`src/rtl/hbfs_pkg.sv`:
```
package hbfs_pkg;
  localparam int unsigned SW_N     = 6;
  localparam int unsigned STATUS_W = 16;
  localparam int unsigned TP_BIT   = 0;
  localparam int unsigned SW_LSB   = 1;
  localparam int unsigned SCD_BIT  = 13;
  localparam int unsigned OPL_BIT  = 14;
  localparam int unsigned PSF_BIT  = 15;

  // Assemble the status word from its fields.
  function automatic logic [STATUS_W-1:0] pack_status(
    input logic            tp,
    input logic [SW_N-1:0] en,
    input logic            scd,
    input logic            opl,
    input logic            psf
  );
    logic [STATUS_W-1:0] w;
    w = '0;
    w[TP_BIT] = tp;
    w[SW_LSB +: SW_N] = en;
    w[SCD_BIT] = scd;
    w[OPL_BIT] = opl;
    w[PSF_BIT] = psf;
    return w;
  endfunction

  // Sticky flag update: a new set wins over a clear.
  function automatic logic sticky_next(input logic cur, input logic set, input logic clr_req);
    if (set) return 1'b1;
    if (clr_req) return 1'b0;
    return cur;
  endfunction
endpackage

```
`src/rtl/hbfs_qual.sv`:
```
module hbfs_qual #(
  parameter int unsigned LEN = 4
) (
  input  logic clk,
  input  logic rst_n,
  input  logic clr,
  input  logic raw,
  output logic hit
);
  localparam int unsigned CW = $clog2(LEN + 1);
  localparam logic [CW-1:0] LIM = CW'(LEN);

  logic [CW-1:0] cnt_q;

  function automatic logic [CW-1:0] count_next(input logic [CW-1:0] c, input logic r);
    if (!r) return '0;
    if (c == LIM) return c;
    return CW'(c + 1'b1);
  endfunction

  always_ff @(posedge clk or negedge rst_n) begin
    if (!rst_n)   cnt_q <= '0;
    else if (clr) cnt_q <= '0;
    else          cnt_q <= count_next(cnt_q, raw);
  end

  assign hit = (cnt_q == LIM);

  assert_hit_needs_raw_R12: assert property (@(posedge clk) disable iff (!rst_n)
    hit |-> $past(raw));
  assert_restart_R12: assert property (@(posedge clk) disable iff (!rst_n)
    (!raw && !clr) |=> !hit);
endmodule

```
`src/rtl/hbfs_slice.sv`:
```
module hbfs_slice #(
  parameter int unsigned OC_DLY = 4,
  parameter int unsigned OL_DLY = 8
) (
  input  logic clk,
  input  logic rst_n,
  input  logic clr,
  input  logic req,
  input  logic block,
  input  logic ocs,
  input  logic srst,
  input  logic oc_raw,
  input  logic lowi_raw,
  output logic en,
  output logic oc_hit,
  output logic ol_hit
);
  logic short_q;
  logic oc_seen;
  logic ol_seen;

  assign en      = req & ~short_q & ~block;
  assign oc_seen = oc_raw & en;
  assign ol_seen = lowi_raw & en;

  hbfs_qual #(.LEN(OC_DLY)) u_oc (
    .clk(clk), .rst_n(rst_n), .clr(clr), .raw(oc_seen), .hit(oc_hit));

  hbfs_qual #(.LEN(OL_DLY)) u_ol (
    .clk(clk), .rst_n(rst_n), .clr(clr), .raw(ol_seen), .hit(ol_hit));

  always_ff @(posedge clk or negedge rst_n) begin
    if (!rst_n)   short_q <= 1'b0;
    else if (clr) short_q <= 1'b0;
    else          short_q <= hbfs_pkg::sticky_next(short_q, oc_hit & ocs, srst);
  end

  assert_short_off_R8: assert property (@(posedge clk) disable iff (!rst_n)
    (oc_hit && ocs && !clr) |=> !en);
  assert_block_off_R3: assert property (@(posedge clk) disable iff (!rst_n)
    block |-> !en);
endmodule

```
`src/rtl/hb_fault_supervisor.sv`:
```
module hb_fault_supervisor #(
  parameter int unsigned UV_DLY = 400,
  parameter int unsigned OC_DLY = 400,
  parameter int unsigned OL_DLY = 4000
) (
  input  logic                            clk,
  input  logic                            rst_n,
  input  logic                            inhibit_n,
  input  logic                            commit,
  input  logic [hbfs_pkg::SW_N-1:0]       req_sw,
  input  logic                            ocs_en,
  input  logic                            sts_rst,
  input  logic [hbfs_pkg::SW_N-1:0]       oc_raw,
  input  logic [hbfs_pkg::SW_N-1:0]       lowi_raw,
  input  logic                            uv_raw,
  input  logic                            tpw_raw,
  input  logic                            tsd_raw,
  output logic [hbfs_pkg::SW_N-1:0]       sw_en,
  output logic [hbfs_pkg::STATUS_W-1:0]   status_word
);
  localparam int unsigned N = hbfs_pkg::SW_N;

  logic         clr;
  logic         srst;
  logic         block;
  logic         uv_hit;
  logic         tsd_q;
  logic         ocs_q;
  logic         psf_q, opl_q, scd_q;
  logic [N-1:0] req_q;
  logic [N-1:0] oc_hit;
  logic [N-1:0] ol_hit;

  assign clr   = ~inhibit_n;
  assign srst  = commit & sts_rst;
  assign block = clr | uv_hit | tsd_q;

  hbfs_qual #(.LEN(UV_DLY)) u_uv (
    .clk(clk), .rst_n(rst_n), .clr(clr), .raw(uv_raw), .hit(uv_hit));

  for (genvar i = 0; i < N; i++) begin : g_sw
    hbfs_slice #(.OC_DLY(OC_DLY), .OL_DLY(OL_DLY)) u_slice (
      .clk(clk), .rst_n(rst_n), .clr(clr), .req(req_q[i]), .block(block),
      .ocs(ocs_q), .srst(srst), .oc_raw(oc_raw[i]), .lowi_raw(lowi_raw[i]),
      .en(sw_en[i]), .oc_hit(oc_hit[i]), .ol_hit(ol_hit[i]));
  end

  always_ff @(posedge clk or negedge rst_n) begin
    if (!rst_n) begin
      req_q <= '0;
      ocs_q <= 1'b1;
      tsd_q <= 1'b0;
      psf_q <= 1'b0;
      opl_q <= 1'b0;
      scd_q <= 1'b0;
    end else if (clr) begin
      req_q <= '0;
      ocs_q <= 1'b1;
      tsd_q <= 1'b0;
      psf_q <= 1'b0;
      opl_q <= 1'b0;
      scd_q <= 1'b0;
    end else begin
      if (commit) begin
        req_q <= req_sw;
        ocs_q <= ocs_en;
      end
      tsd_q <= hbfs_pkg::sticky_next(tsd_q, tsd_raw, srst);
      psf_q <= hbfs_pkg::sticky_next(psf_q, uv_hit, srst);
      opl_q <= hbfs_pkg::sticky_next(opl_q, |ol_hit, srst);
      scd_q <= hbfs_pkg::sticky_next(scd_q, |oc_hit, srst);
    end
  end

  assign status_word = hbfs_pkg::pack_status(tpw_raw & inhibit_n, sw_en,
                                             scd_q & inhibit_n,
                                             opl_q & inhibit_n,
                                             psf_q & inhibit_n);

  assert_psf_sticky_R4: assert property (@(posedge clk) disable iff (!rst_n)
    (status_word[hbfs_pkg::PSF_BIT] && !srst) |=> (status_word[hbfs_pkg::PSF_BIT] || !inhibit_n));
  assert_thermal_off_R7: assert property (@(posedge clk) disable iff (!rst_n)
    (tsd_raw && inhibit_n) |=> (sw_en == '0));
  assert_inhibit_clear_R11: assert property (@(posedge clk) disable iff (!rst_n)
    !inhibit_n |-> (sw_en == '0 && status_word == '0));
  assert_flag_only_R9: assert property (@(posedge clk) disable iff (!rst_n)
    (!ocs_q && (|oc_hit) && inhibit_n) |=> (status_word[hbfs_pkg::SCD_BIT] || !inhibit_n));
endmodule

```
`config.mk`:
```
export PLATFORM = sky130hd
export DESIGN_NAME = hb_fault_supervisor
export DESIGN_NICKNAME = d
export VERILOG_FILES = /design/src/rtl/hbfs_pkg.sv /design/src/rtl/hbfs_qual.sv /design/src/rtl/hbfs_slice.sv /design/src/rtl/hb_fault_supervisor.sv
export SDC_FILE = /design/constraint.sdc
export NUM_CORES = 1
export LEC_CHECK = 0
export ABC_AREA = 1
export CAP_MARGIN = 15
export CORE_MARGIN = 4
export CORE_UTILIZATION = 40
export CTS_CLUSTER_SIZE = 20
export DETAILED_ROUTE_END_ITERATION = 10
export DONT_BUFFER_PORTS = 1
export PLACE_DENSITY_LB_ADDON = 0.15
export SYNTH_ARGS = -nofsm -noshare
export SYNTH_HDL_FRONTEND = slang
export SYNTH_SLANG_ARGS = --single-unit
```
`constraint.sdc`:
```
create_clock -name clk -period 4 [get_ports clk]
set_input_delay 0.4 -clock clk [delete_from_list [all_inputs] [get_ports clk]]
set_output_delay 0.4 -clock clk [all_outputs]
set_load 0.005 [all_outputs]
```
==> impl_metrics.xml, run 1 <==
<?xml version="1.0" encoding="UTF-8"?>
<metrics>
  <group name="timing">
    <metric name="maxSlewViolCount" unit="">0</metric>
    <metric name="timing.final.hold_violations" unit="">49</metric>
    <metric name="layout_min_cycle_time" unit="ns">2.675</metric>
    <metric name="fmaxAchievable" unit="GHz">0.3738</metric>
    <metric name="setup-tns-final" unit="ns">0</metric>
    <metric name="setup_viol" unit="">0</metric>
    <metric name="clock_skew" unit="ns">0.01236</metric>
    <metric name="worst_margin_slew" unit="ns">0.8598</metric>
    <metric name="unrepaired_setup_endpoints_after_global_routing" unit="">no</metric>
    <metric name="maxSlewHeadroom" unit="">0.4268</metric>
    <metric name="fin_worst_hold_slack" unit="ns">-0.07785</metric>
    <metric name="layout_worst_path_cycle_share" unit="">0.6688</metric>
    <metric name="post-route-worst-setup-slack" unit="ns">1.325</metric>
  </group>
  <group name="synth">
    <metric name="synth.top_cells.by_area" unit="">dfrtp_1 45%, nand2_1 11%, nor2_1 9.2%</metric>
    <metric name="syn_area_per_cell" unit="sq um">7.781</metric>
    <metric name="synth.yosys.warnings" unit="">0</metric>
    <metric name="synth_seq_area_share" unit="">0.4515</metric>
    <metric name="synthDistinctLibCells" unit="">32</metric>
    <metric name="synth_largest_type_area_fraction" unit="">0.4484</metric>
    <metric name="synth.top_cells.by_count" unit="">243 x nand2_1, 207 x nor2_1, 151 x dfrtp_1</metric>
    <metric name="number_of_enable_flip_flop_cells_after_synthesis" unit="">0</metric>
    <metric name="netlist_area" unit="sq um">8427</metric>
    <metric name="proportion_of_synthesized_flip_flops_having_asynchronous_set_or_reset" unit="">1.000</metric>
    <metric name="ys_ff_latch" unit="">152</metric>
    <metric name="cell_type_with_the_largest_total_area_after_synthesis" unit="">dfrtp_1</metric>
    <metric name="yosysMostFrequentCell" unit="">nand2_1</metric>
    <metric name="synthesis.instances" unit="">1083</metric>
    <metric name="postSynth.topFlopCell" unit="">dfrtp_1</metric>
  </group>
  <group name="final_layout">
    <metric name="multi_input_area" unit="sq um">3960</metric>
    <metric name="final_nets" unit="">1132</metric>
    <metric name="fillCellCount" unit="">2064</metric>
    <metric name="synth_to_final_area_change" unit="%">8.656</metric>
    <metric name="seq_area" unit="sq um">3805</metric>
    <metric name="drive_above_1_share" unit="">0.05037</metric>
  </group>
  <group name="clock_network">
    <metric name="clkTransAtPathRegs" unit="ns">0.07</metric>
    <metric name="clock_tree_from_tritoncts" unit="">done</metric>
    <metric name="root_buffer_selected_by_cts" unit="">clkbuf_16</metric>
    <metric name="tritoncts.num_buffers" unit="">17</metric>
    <metric name="numClockSinks" unit="">152</metric>
    <metric name="number_of_gates_given_a_new_drive_strength_after_cts" unit="">0</metric>
    <metric name="htreeDepth" unit="">4</metric>
    <metric name="postCtsSetupBuffers" unit="">0</metric>
    <metric name="clockBufferDepth" unit="">2</metric>
    <metric name="worst_skew_pair.late_latency" unit="ns">0.43</metric>
  </group>
  <group name="setup_path">
    <metric name="reg2reg_setup_slack" unit="ns">2.10</metric>
    <metric name="worstSetupPathType" unit="">reg2out</metric>
    <metric name="worst_setup_path_start_kind" unit="">flop</metric>
    <metric name="cell_with_the_biggest_individual_delay_on_the_critical_path" unit="">nor3_1</metric>
    <metric name="critPathArrivalTime" unit="ns">2.28</metric>
    <metric name="cp_data_required_time" unit="ns">3.60</metric>
    <metric name="cp-startpoint" unit="">u_uv.cnt_q[0]</metric>
    <metric name="crit_path_max_incr_delay" unit="ns">0.58</metric>
    <metric name="critical_path.endpoint_type" unit="">output pin</metric>
    <metric name="startpoint_of_the_worst_slack_reg_to_reg_timing_path" unit="">u_uv.cnt_q[0]</metric>
    <metric name="crit_fanout" unit="">18</metric>
    <metric name="timing.critical_path.cells" unit="">inv_1 &gt; ha_1 &gt; nand4_1 &gt; nor2_2 &gt; nand2_4 &gt; nand2_1 &gt; nor3_1</metric>
  </group>
  <group name="run_status">
    <metric name="violations_in_the_final_reports" unit="">hold timing</metric>
    <metric name="run_status" unit="">finished, violations left</metric>
  </group>
  <group name="floorplan">
    <metric name="die-width" unit="um">153.1</metric>
    <metric name="floorplan.die_area" unit="sq um">23450</metric>
    <metric name="ioPinCount" unit="">49</metric>
    <metric name="std_cell_rows" unit="">52</metric>
    <metric name="core_region_area" unit="sq um">20490</metric>
    <metric name="floorplan.die.height" unit="um">153.1</metric>
    <metric name="initial_utilization" unit="">0.4112</metric>
  </group>
  <group name="place">
    <metric name="gp_routability_congestion" unit="">0.8476</metric>
    <metric name="hpwlAfterDp" unit="um">12790</metric>
    <metric name="portBuffers" unit="">0</metric>
    <metric name="place_ws" unit="ns">1.740</metric>
  </group>
  <group name="run">
    <metric name="max_cap_violations" unit="">0</metric>
  </group>
  <group name="routing">
    <metric name="wire_per_inst" unit="um">13.09</metric>
    <metric name="route.detailed.drc" unit="">0</metric>
    <metric name="antenna_violating_nets_post_route" unit="">0</metric>
    <metric name="post_drt_via_cell_ratio" unit="">4.723</metric>
    <metric name="num_vias" unit="">6437</metric>
    <metric name="violation_count_after_the_first_detailed_route_iteration" unit="">289</metric>
    <metric name="routed_wl" unit="um">17840</metric>
    <metric name="first_pass_iters" unit="">5</metric>
  </group>
  <group name="global_routing">
    <metric name="grt_antenna_before_repair" unit="">1</metric>
    <metric name="first_global_vias" unit="">6287</metric>
    <metric name="grt_first_pass_wirelength" unit="um">30740</metric>
    <metric name="grt_max_degree" unit="">153</metric>
    <metric name="grt.overflow.total" unit="">0</metric>
    <metric name="grt_util_overall" unit="">0.1596</metric>
  </group>
  <group name="min_path">
    <metric name="timing.hold.worst.class" unit="">in2async</metric>
  </group>
  <group name="power_and_ir_drop">
    <metric name="p_leak" unit="nW">3.944</metric>
    <metric name="pwr_density_cell" unit="nW/um^2">347.3</metric>
    <metric name="irDropWorstVdd" unit="mV">0.2135</metric>
  </group>
</metrics>
final timing paths:
kind                            cells after the start                        endpoint
worst max-delay path                                7                  status_word[5]
worst min-delay path                                1   g_sw[3].u_slice.u_ol.cnt_q[7]
worst max register to register                      7  g_sw[4].u_slice.u_ol.cnt_q[11]
worst min register to register                      1                   u_uv.cnt_q[4]
max in group asynchronous                           1   g_sw[4].u_slice.u_oc.cnt_q[5]
min in group clk                                    2                           tsd_q
area by class of cell:
cell class                 instances  area share
tap                              270     0.03690
inverter                         124     0.05083
timing repair buffer               1    0.003006
multi-input combinational        783      0.4325
sequential                       152      0.4156
clock buffer                      17     0.04646
antenna                            1   0.0002733
clock inverter                    15     0.01448
flip-flops by register name, indices dropped and copies added (netlist names):
name,cells
g_sw.u_slice.u_ol.cnt_q,72
g_sw.u_slice.u_oc.cnt_q,54
u_uv.cnt_q,9
g_sw.u_slice.short_q,6
req_q,6
ocs_q,1
opl_q,1
psf_q,1
scd_q,1
tsd_q,1
stage by stage:
stage          instances  power [mW]    util  instance area [sq um]
2_1_floorplan       1088       1.633       -                   8446
3_3_place_gp        1329       1.634  0.4181                   8568
3_5_place_dp        1329       1.634  0.4181                   8568
4_1_cts             1362       3.231  0.4466                   9154
5_1_grt             1363       3.307  0.4468                   9156
6_report            1363       3.180  0.4468                   9156
repair_timing:
action                                 in CTS  in global routing
hold buffers                                1                  0
endpoints found under the hold margin     152                  0
setup endpoints to repair                   0                  0
layer usage:
metal	part of all wire	vias to the layer above	wire length [um]	GRT usage
met5	0	-	0	0
met3	0.056	6	1005	0.05485
met2	0.46	52	8189	0.2545
met1	0.48	2967	8493	0.2074
li1	-	3412	-	-
met4	0.0085	0	152	0.04540
kinds of logic (layout without fill, tap and decap cells):
group,Yosys count,count (layout),synth area share
compound gates,87,87,0.05479
other cells,1,7,0.0004450
buf+inv,153,157,0.08077
flops,152,152,0.4515
simple gates,594,594,0.3011
xor+xnor,70,70,0.07275
fa+ha+maj,26,26,0.03860
placed cells by master, fill, tap and decap left out, drive strengths merged:
cell and count:
nand2 244, nor2 212, dfrtp 151, inv 134, xor2 64, nand3 61, a21oi 48, nand4 45
o21ai 28, ha 26, nor3 20, clkbuf 17, or2 9, o21bai 8, xnor2 6, conb 6
clkinv 4, diode 1, nor2b 1, a211oi 1, a31oi 1, o31ai 1, nor4 1, nor3b 1
clkinvlp 1, buf 1, dfstp 1
critical path: cells and delay by family (launching register included):
kind          cells  cell delay (ns)
flops             1             0.40
simple gates      5             1.20
fa+ha+maj         1             0.19
buf+inv           1             0.07
where the power goes:
group / internal [mW] / switching, mW / total, mW / leakage [nW]
registers: 1.55 / 0.00611 / 1.55 / 2.11
clock network: 0.822 / 0.722 / 1.54 / 0.277
logic: 0.0160 / 0.0691 / 0.0851 / 1.55
(Power assumes the default switching activity.)
==> inputs of run 2 (changes only) <==
==> constraint.sdc (replaced) <==
create_clock -name clk -period 2.67 [get_ports clk]
set_input_delay 0.267 -clock clk [delete_from_list [all_inputs] [get_ports clk]]
set_output_delay 0.267 -clock clk [all_outputs]
set_load 0.005 [all_outputs]
==> impl_metrics.xml, run 2 (synthesis results as in run 1) <==
<?xml version="1.0" encoding="UTF-8"?>
<metrics>
  <group name="run_status">
    <metric name="run_status" unit="">finished, violations left</metric>
    <metric name="violations_in_the_final_reports" unit="">hold timing</metric>
  </group>
  <group name="routing">
    <metric name="route.detailed.drc" unit="">0</metric>
    <metric name="post_drt_via_cell_ratio" unit="">4.774</metric>
    <metric name="antenna_violating_nets_post_route" unit="">0</metric>
    <metric name="num_vias" unit="">6555</metric>
    <metric name="violation_count_after_the_first_detailed_route_iteration" unit="">393</metric>
    <metric name="routed_wl" unit="um">18230</metric>
    <metric name="wire_per_inst" unit="um">13.28</metric>
    <metric name="first_pass_iters" unit="">5</metric>
  </group>
  <group name="clock_network">
    <metric name="worst_skew_pair.late_latency" unit="ns">0.42</metric>
    <metric name="htreeDepth" unit="">4</metric>
    <metric name="root_buffer_selected_by_cts" unit="">clkbuf_16</metric>
    <metric name="clockBufferDepth" unit="">2</metric>
    <metric name="cts-hold-fix-buffers" unit="">10</metric>
    <metric name="clock_tree_from_tritoncts" unit="">done</metric>
    <metric name="tritoncts.num_buffers" unit="">17</metric>
    <metric name="clkTransAtPathRegs" unit="ns">0.06</metric>
    <metric name="numClockSinks" unit="">152</metric>
  </group>
  <group name="place">
    <metric name="place_ws" unit="ns">0.6680</metric>
    <metric name="hpwlAfterDp" unit="um">12760</metric>
    <metric name="portBuffers" unit="">0</metric>
    <metric name="gp_routability_congestion" unit="">0.8561</metric>
  </group>
  <group name="setup_path">
    <metric name="worstRegToRegCells" unit="">7</metric>
    <metric name="cp_data_required_time" unit="ns">2.40</metric>
    <metric name="startpoint_of_the_worst_slack_reg_to_reg_timing_path" unit="">u_uv.cnt_q[0]</metric>
    <metric name="rr_endpoint" unit="">g_sw[1].u_slice.u_ol.cnt_q[10]</metric>
    <metric name="reg2reg_setup_slack" unit="ns">0.77</metric>
    <metric name="worst_setup_path_start_kind" unit="">flop</metric>
    <metric name="worstSetupPathType" unit="">reg2out</metric>
    <metric name="crit_fanout" unit="">18</metric>
    <metric name="critPathArrivalTime" unit="ns">2.14</metric>
    <metric name="cp-startpoint" unit="">u_uv.cnt_q[0]</metric>
    <metric name="critical_path.endpoint_type" unit="">output pin</metric>
  </group>
  <group name="final_layout">
    <metric name="regs_by_ff_count" unit="">g_sw.u_slice.u_ol.cnt_q x72, g_sw.u_slice.u_oc.cnt_q x54, u_uv.cnt_q x9</metric>
    <metric name="drive_above_1_share" unit="">0.04991</metric>
    <metric name="largest_register_ff_count" unit="">72</metric>
    <metric name="largest-register" unit="">g_sw.u_slice.u_ol.cnt_q</metric>
    <metric name="fillCellCount" unit="">2058</metric>
    <metric name="utilization" unit="">0.4544</metric>
    <metric name="mostFrequentLayoutCells" unit="">243 x nand2_1, 207 x nor2_1, 151 x dfrtp_1</metric>
    <metric name="final_nets" unit="">1142</metric>
    <metric name="final_common_cell" unit="">nand2_1</metric>
    <metric name="synth_to_final_area_change" unit="%">10.51</metric>
  </group>
  <group name="power_and_ir_drop">
    <metric name="p_total" unit="mW">5.034</metric>
    <metric name="pwr_density_cell" unit="nW/um^2">540.5</metric>
    <metric name="irDropWorstVdd" unit="mV">0.3297</metric>
    <metric name="p_leak" unit="nW">4.008</metric>
  </group>
  <group name="floorplan">
    <metric name="die-width" unit="um">153.1</metric>
    <metric name="floorplan.die.height" unit="um">153.1</metric>
    <metric name="core_region_area" unit="sq um">20490</metric>
    <metric name="ioPinCount" unit="">49</metric>
    <metric name="floorplan.die_area" unit="sq um">23450</metric>
    <metric name="std_cell_rows" unit="">52</metric>
    <metric name="initial_utilization" unit="">0.4112</metric>
  </group>
  <group name="timing">
    <metric name="setup-tns-final" unit="ns">0</metric>
    <metric name="fin_worst_hold_slack" unit="ns">-0.4528</metric>
    <metric name="post-route-worst-setup-slack" unit="ns">0.2674</metric>
    <metric name="maxSlewHeadroom" unit="">0.6061</metric>
    <metric name="fmaxAchievable" unit="GHz">0.4162</metric>
    <metric name="layout_min_cycle_time" unit="ns">2.403</metric>
    <metric name="maxSlewViolCount" unit="">0</metric>
    <metric name="layout_worst_path_cycle_share" unit="">0.8999</metric>
    <metric name="timing.final.hold_violations" unit="">152</metric>
    <metric name="setup_viol" unit="">0</metric>
    <metric name="unrepaired_setup_endpoints_after_global_routing" unit="">no</metric>
    <metric name="clock_skew" unit="ns">0.008067</metric>
    <metric name="worst_margin_slew" unit="ns">0.5891</metric>
  </group>
  <group name="global_routing">
    <metric name="grt_max_degree" unit="">153</metric>
    <metric name="grt.overflow.total" unit="">0</metric>
    <metric name="first_global_vias" unit="">6321</metric>
    <metric name="grt_first_pass_wirelength" unit="um">31060</metric>
    <metric name="grt_antenna_before_repair" unit="">1</metric>
    <metric name="grt_util_overall" unit="">0.1606</metric>
  </group>
  <group name="min_path">
    <metric name="timing.hold.worst.class" unit="">in2async</metric>
  </group>
  <group name="run">
    <metric name="max_cap_violations" unit="">0</metric>
  </group>
</metrics>
run 2: routing by layer:
layer / vias up / global-route usage / part of all wire
li1: 3427 / - / -
met1: 3027 / 0.2141 / 0.48
met2: 89 / 0.2581 / 0.47
met3: 12 / 0.04863 / 0.049
met4: 0 / 0.03818 / 0.0093
met5: - / 0 / 0
run 2: final cells by class:
type / count / area (sq um) / area share
clock buffer: 18 / 439.2 / 0.04716
tap: 270 / 337.8 / 0.03628
multi-input combinational: 783 / 3960 / 0.4252
antenna: 1 / 2.502 / 0.0002687
sequential: 152 / 3805 / 0.4086
timing repair buffer: 11 / 107.6 / 0.01155
clock inverter: 14 / 195.2 / 0.02096
inverter: 124 / 465.4 / 0.04998
run 2: worst max path at each step:
| stage | to | depth (start not counted) |
|---|---|---|
| after floorplan | status_word[1] | 9 |
| after global placement | status_word[4] | 7 |
| after detailed placement | status_word[5] | 7 |
| after CTS | status_word[5] | 7 |
| after global routing | sw_en[4] | 7 |
| final | status_word[3] | 7 |
run 2: critical path: stages, from the launching register on:
cell and delay [ns]:
dfrtp_1 0.39, inv_1 0.07, ha_1 0.19, nand4_1 0.10, nor2_2 0.07, nand2_4 0.19, nand2_1 0.29, nor3_1 0.42
run 2: timing repair:
action	CTS	global route
buffers inserted	0	0
resized for setup	0	0
setup endpoints to repair	0	0
endpoints found under the hold margin	160	152
run 2: power by group:
group	total [mW]	switching [mW]	leakage [nW]	internal, mW
Clock	2.61	1.01	0.311	1.60
Combinational	0.0984	0.0689	1.58	0.0295
Sequential	2.33	0.00932	2.11	2.32
Total	5.03	1.09	4.01	3.94
run 2: metrics by stage:
stage / cell area (sq um) / std cells
detailed placement: 8576 / 1330
floorplan: 8446 / 1088
global route: 9313 / 1373
CTS: 9310 / 1372
global placement: 8576 / 1330
finish: 9313 / 1373
